--- src/rtl/isa_dec_pkg.sv ---
package isa_dec_pkg;

    localparam int OPC_W = 4;
    localparam int ALU_W = 3;

    typedef enum logic [OPC_W-1:0] {
        OPC_LOAD  = 4'h0,
        OPC_STORE = 4'h1,
        OPC_ADD   = 4'h2,
        OPC_SUB   = 4'h3,
        OPC_INV   = 4'h4,
        OPC_SHL   = 4'h5,
        OPC_SHR   = 4'h6,
        OPC_AND   = 4'h7,
        OPC_OR    = 4'h8,
        OPC_SLT   = 4'h9,
        OPC_RSV_A = 4'hA,
        OPC_BEQ   = 4'hB,
        OPC_BNE   = 4'hC,
        OPC_JMP   = 4'hD,
        OPC_RSV_E = 4'hE,
        OPC_RSV_F = 4'hF
    } opcode_e;

    typedef enum logic [ALU_W-1:0] {
        ALU_ADD = 3'd0,
        ALU_SUB = 3'd1,
        ALU_INV = 3'd2,
        ALU_SHL = 3'd3,
        ALU_SHR = 3'd4,
        ALU_AND = 3'd5,
        ALU_OR  = 3'd6,
        ALU_SLT = 3'd7
    } alu_op_e;

    typedef struct packed {
        logic    reg_we;
        logic    mem_rd;
        logic    mem_wr;
        logic    wb_mem;
        alu_op_e alu_op;
        logic    br_eq;
        logic    br_ne;
        logic    jump;
        logic    dst_from_b;
    } ctrl_s;

endpackage

--- src/rtl/dec_ctrl.sv ---
module dec_ctrl
    import isa_dec_pkg::*;
(
    input  opcode_e opc_i,
    output ctrl_s   ctrl_o
);

    ctrl_s ctrl_d;

    always_comb begin
        ctrl_d        = '0;
        ctrl_d.alu_op = ALU_ADD;
        unique case (opc_i)
            OPC_LOAD: begin
                ctrl_d.reg_we     = 1'b1;
                ctrl_d.mem_rd     = 1'b1;
                ctrl_d.wb_mem     = 1'b1;
                ctrl_d.dst_from_b = 1'b1;
            end
            OPC_STORE: ctrl_d.mem_wr = 1'b1;
            OPC_ADD: begin ctrl_d.reg_we = 1'b1; ctrl_d.alu_op = ALU_ADD; end
            OPC_SUB: begin ctrl_d.reg_we = 1'b1; ctrl_d.alu_op = ALU_SUB; end
            OPC_INV: begin ctrl_d.reg_we = 1'b1; ctrl_d.alu_op = ALU_INV; end
            OPC_SHL: begin ctrl_d.reg_we = 1'b1; ctrl_d.alu_op = ALU_SHL; end
            OPC_SHR: begin ctrl_d.reg_we = 1'b1; ctrl_d.alu_op = ALU_SHR; end
            OPC_AND: begin ctrl_d.reg_we = 1'b1; ctrl_d.alu_op = ALU_AND; end
            OPC_OR:  begin ctrl_d.reg_we = 1'b1; ctrl_d.alu_op = ALU_OR;  end
            OPC_SLT: begin ctrl_d.reg_we = 1'b1; ctrl_d.alu_op = ALU_SLT; end
            OPC_BEQ: begin ctrl_d.br_eq  = 1'b1; ctrl_d.alu_op = ALU_SUB; end
            OPC_BNE: begin ctrl_d.br_ne  = 1'b1; ctrl_d.alu_op = ALU_SUB; end
            OPC_JMP: ctrl_d.jump = 1'b1;
            default: ctrl_d = '0;
        endcase
    end

    assign ctrl_o = ctrl_d;

    // Enables that name distinct memory or PC actions never overlap.
    always_comb begin
        p_one_action_r11: assert ($onehot0({ctrl_d.mem_wr, ctrl_d.br_eq, ctrl_d.br_ne, ctrl_d.jump}));
        p_rd_wr_excl_r11: assert (!(ctrl_d.mem_rd && ctrl_d.mem_wr));
        p_reserved_quiet_r10: assert (!((opc_i == OPC_RSV_A || opc_i == OPC_RSV_E || opc_i == OPC_RSV_F)
                                        && (ctrl_d != '0)));
    end

endmodule

--- src/rtl/dec_fields.sv ---
module dec_fields #(
    parameter int BODY_W    = 12,
    parameter int REG_IDX_W = 3,
    parameter int IMM_W     = 6,
    parameter int DATA_W    = 16
) (
    input  logic [BODY_W-1:0]    body_i,
    output logic [REG_IDX_W-1:0] fld_a_o,
    output logic [REG_IDX_W-1:0] fld_b_o,
    output logic [REG_IDX_W-1:0] fld_c_o,
    output logic [DATA_W-1:0]    imm_o
);

    localparam int A_LO = BODY_W - REG_IDX_W;
    localparam int B_LO = A_LO - REG_IDX_W;
    localparam int C_LO = B_LO - REG_IDX_W;

    assign fld_a_o = body_i[A_LO +: REG_IDX_W];
    assign fld_b_o = body_i[B_LO +: REG_IDX_W];
    assign fld_c_o = body_i[C_LO +: REG_IDX_W];

    generate
        if (DATA_W > IMM_W) begin : g_sext
            assign imm_o = {{(DATA_W-IMM_W){body_i[IMM_W-1]}}, body_i[IMM_W-1:0]};
        end else begin : g_trunc
            assign imm_o = body_i[DATA_W-1:0];
        end
    endgenerate

endmodule

--- src/rtl/isa_decoder.sv ---
module isa_decoder
    import isa_dec_pkg::*;
#(
    parameter int INSTR_W   = 16,
    parameter int REG_IDX_W = 3,
    parameter int IMM_W     = 6,
    parameter int DATA_W    = 16
) (
    input  logic [INSTR_W-1:0]   instr_i,
    output logic [REG_IDX_W-1:0] src_a_o,
    output logic [REG_IDX_W-1:0] src_b_o,
    output logic [REG_IDX_W-1:0] dst_o,
    output logic [DATA_W-1:0]    imm_o,
    output logic                 reg_we_o,
    output logic                 mem_rd_o,
    output logic                 mem_wr_o,
    output logic                 wb_mem_o,
    output logic [ALU_W-1:0]     alu_op_o,
    output logic                 br_eq_o,
    output logic                 br_ne_o,
    output logic                 jump_o
);

    localparam int BODY_W = INSTR_W - OPC_W;

    opcode_e               opc;
    ctrl_s                 ctrl;
    logic [REG_IDX_W-1:0]  fld_c;

    assign opc = opcode_e'(instr_i[INSTR_W-1 -: OPC_W]);

    dec_ctrl u_ctrl (
        .opc_i  (opc),
        .ctrl_o (ctrl)
    );

    dec_fields #(
        .BODY_W    (BODY_W),
        .REG_IDX_W (REG_IDX_W),
        .IMM_W     (IMM_W),
        .DATA_W    (DATA_W)
    ) u_fields (
        .body_i  (instr_i[BODY_W-1:0]),
        .fld_a_o (src_a_o),
        .fld_b_o (src_b_o),
        .fld_c_o (fld_c),
        .imm_o   (imm_o)
    );

    assign dst_o    = ctrl.dst_from_b ? src_b_o : fld_c;
    assign reg_we_o = ctrl.reg_we;
    assign mem_rd_o = ctrl.mem_rd;
    assign mem_wr_o = ctrl.mem_wr;
    assign wb_mem_o = ctrl.wb_mem;
    assign alu_op_o = ctrl.alu_op;
    assign br_eq_o  = ctrl.br_eq;
    assign br_ne_o  = ctrl.br_ne;
    assign jump_o   = ctrl.jump;

    always_comb begin
        p_wb_needs_we_r5:  assert (!wb_mem_o || (reg_we_o && mem_rd_o));
        p_jump_no_we_r9:   assert (!jump_o || !reg_we_o);
        p_sext_fill_r3:    assert (imm_o[DATA_W-1:IMM_W] == {(DATA_W-IMM_W){imm_o[IMM_W-1]}});
        p_load_dst_r2:     assert (!mem_rd_o || dst_o == src_b_o);
        p_store_no_we_r6:  assert (!mem_wr_o || !reg_we_o);
    end

endmodule

--- config.mk ---
export PLATFORM = sky130hd
export DESIGN_NAME = isa_decoder
export DESIGN_NICKNAME = d
export VERILOG_FILES = /design/src/rtl/isa_dec_pkg.sv /design/src/rtl/dec_ctrl.sv /design/src/rtl/dec_fields.sv /design/src/rtl/isa_decoder.sv
export SDC_FILE = /design/constraint.sdc
export NUM_CORES = 1
export LEC_CHECK = 0
export BUFFER_PORTS_ARGS = -buffer_cell sky130_fd_sc_hd__buf_2
export CAP_MARGIN = 20
export CORE_AREA = 3 3 40 42
export DETAILED_ROUTE_END_ITERATION = 8
export DIE_AREA = 0 0 43 45
export PLACE_DENSITY = 0.72
export RECOVER_POWER = 100
export SLEW_MARGIN = 20
export SYNTH_ARGS = -nofsm -noshare
export SYNTH_HDL_FRONTEND = slang
export SYNTH_SLANG_ARGS = --single-unit
--- constraint.sdc ---
create_clock -name vclk -period 1.5
set_clock_uncertainty 0.2 [all_clocks]
set_input_delay 0.075 -clock vclk [all_inputs]
set_output_delay 0.075 -clock vclk [all_outputs]
set_load 0.02 [all_outputs]
==> flow_metrics.env <==
export IMPL_status="finished clean"
export IMPL_p_int_mw=0.0564
export IMPL_max_slew_worst_pin_slew_ns=0.361
export IMPL_worstSetupStartpointType="input port"
export IMPL_flops_and_latches=0
export IMPL_grt_use_total_pct=6.80
export IMPL_most_used_cells_in_the_layout_excluding_fill_and_tap_cells="clkbuf_1, buf_2, dlygate4sd3_1"
export IMPL_critPathMaxFanout=5
export IMPL_final_setup_viol_count=0
export IMPL_portBuffers=39
export IMPL_worst_endpoint_arrival_ns=1.14
export IMPL_layout_area_overhead_vs_synth_pct=20.4
export IMPL_synth_simple_gate_area_share_pct=25.1
export IMPL_power_clock_fraction_pct=0
export IMPL_final_worst_path_setup_slack_ns=0.0828
export IMPL_synth_compound_area_share_pct=6.18
export IMPL_multi_input_area_sq_um=151
export IMPL_power_density_nw_per_um2=397
export IMPL_sequential_share_of_power_pct=0
export IMPL_layout_clock_buffer_count=0
export IMPL_syn_mean_instance_area_sq_um=7.82
export IMPL_timing_critical_path_to_type="primary output"
export IMPL_layout_cells_most_common="clkbuf_1"
export IMPL_remaining_drc_errors=0
export IMPL_criticalPathCategory="in2out"
export IMPL_pwr_share_comb_pct=100.0
export IMPL_core_area_sq_um=1280
export IMPL_synth_cell_area_sq_um=344
export IMPL_core_occupancy_in_the_finished_layout_pct=32.2
export IMPL_timing_setup_tns_ns=0
export IMPL_cap_viol_max_count=0
export IMPL_die_width_um=43
export IMPL_routedWlPerCell_um=10.1
export IMPL_antenna_diode_count=0
export IMPL_place_gp_congestion=0.686
export IMPL_leakage_power_nw=0.177
export IMPL_num_io_pins=51
export IMPL_sequential_cell_area_sq_um=0
export IMPL_grt_pass1_wl_um=1090
export IMPL_hold_path_class="in2out"
export IMPL_ys_warnings_count=0
export IMPL_yosysUniqueCellTypes=16
export IMPL_synth_top_family_by_area="buffers and inverters"
export IMPL_initial_core_util_pct=26.8
export IMPL_filler_cell_count=156
export IMPL_die_h_um=45
export IMPL_synthCells=44
export IMPL_preCtsSetupSlack_ns=0.0711
export IMPL_first_global_vias=247
export IMPL_post_cts_repair_timing_setup_buffer_count=0
export IMPL_grt_antenna_before_repair=0
export IMPL_grt_setup_unrepaired="no"
export IMPL_area_after_detailed_placement_sq_um=390
export IMPL_finalHoldViolations=0
export IMPL_synth_xor_area_share_pct=0
export IMPL_max_vdd_ir_drop_mv=0.0988
export IMPL_max_slew_margin_rel_pct=75.8
export IMPL_total_power_mw=0.165
export IMPL_final_nets=84
export IMPL_num_rows=13
export IMPL_post_dp_hpwl_um=670
export IMPL_dr_pass1_iters=4
export IMPL_yosys_mux_area_fraction_pct=12.7
export IMPL_pin_count_of_the_biggest_net_entering_global_routing=13
export IMPL_cell_area_after_layout_sq_um=414
export IMPL_vias_per_cell=4.25
export IMPL_detailedRoute_firstIterationViolations=3
export IMPL_synth_net_count=60
export IMPL_layout_drive_gt1_share_pct=31.8
export IMPL_timing_max_transition_violations_final=0
export IMPL_fmax_mhz=706
export IMPL_vias=344
export IMPL_final_min_clock_period_ns=1.42
export IMPL_netSwitchingFraction_pct=65.7
export IMPL_drt_wl_total_um=816
export IMPL_synthAdderAreaFrac_pct=0
export IMPL_postRouteAntennaNets=0
export IMPL_p_sw_mw=0.108
export IMPL_die_outline_area_sq_um=1940
export IMPL_gr_total_overflow=0
export IMPL_seq_area_frac_synth_pct=0
export IMPL_worst_path_required_time_ns=1.22
export IMPL_fin_crit_sh_pct=94.5
[metrics by stage]
| step | hold WS [ns] | cells |
|---|---|---|
| after detailed placement | -0.0499 | 75 |
| after global placement | -0.0499 | 75 |
| after CTS | 0.183 | 81 |
| final | 0.209 | 81 |
| after global routing | 0.221 | 81 |
| after floorplan | -0.00156 | 44 |
[cell usage after synthesis, drive strengths merged]
cell type | instances | area [sq um]
inv | 1 | 3.75
nor2 | 2 | 7.51
nor4 | 1 | 21.3
mux2 | 3 | 33.8
o21a | 1 | 7.51
nand2 | 1 | 3.75
mux2i | 1 | 10.0
buf | 25 | 189
a21oi | 1 | 5.00
o221ai | 1 | 8.76
nor3b | 2 | 15.0
nor4b | 1 | 8.76
nand4bb | 1 | 11.3
nand2b | 3 | 18.8
[cell families (layout without fill, tap and decap cells)]
logic type / count (synthesis) / in the layout
buffers and inverters: 26 / 48
multiplexers: 4 / 4
AND/OR/NAND/NOR: 11 / 11
AO/OA/AOI/OAI: 3 / 3
[final cells by class]
class                           instances  area share (%)
Inverter                                1           0.906
Multi-Input combinational cell         18            36.6
Tap cell                               15            4.53
Timing Repair Buffer                   47            58.0
[worst paths after layout]
kind / slack, ns / start / endpoint / cells past startpoint
worst max-delay path: 0.08 / instr_i[12] / dst_o[0] / 4
worst min-delay path: 0.21 / instr_i[7] / src_b_o[1] / 2
[critical path, stage by stage]
cell	delay, ns
buf_2	0.13
nor4_4	0.40
mux2_2	0.38
clkbuf_2	0.15
[metal layers]
metal,vias to the layer above,wire length (um),GRT usage [%]
met5,-,0,0
met4,0,0,0
met3,0,178,1.20
met2,35,343,12.0
met1,142,294,9.29
li1,167,-,-
[power groups by stage]
stage | Combinational, mW | Sequential (mW) | Clock (mW)
after floorplan | 0.145 | 0 | 0
after global placement | 0.149 | 0 | 0
after detailed placement | 0.150 | 0 | 0
after CTS | 0.175 | 0 | 0
after global routing | 0.176 | 0 | 0
final | 0.165 | 0 | 0
[what timing repair did]
item / in CTS / in global routing
endpoints found under the hold margin: 6 / 0
hold buffers: 6 / 0
gates resized for setup: 0 / 0
No activity file was read; power rests on OpenSTA's default activity.
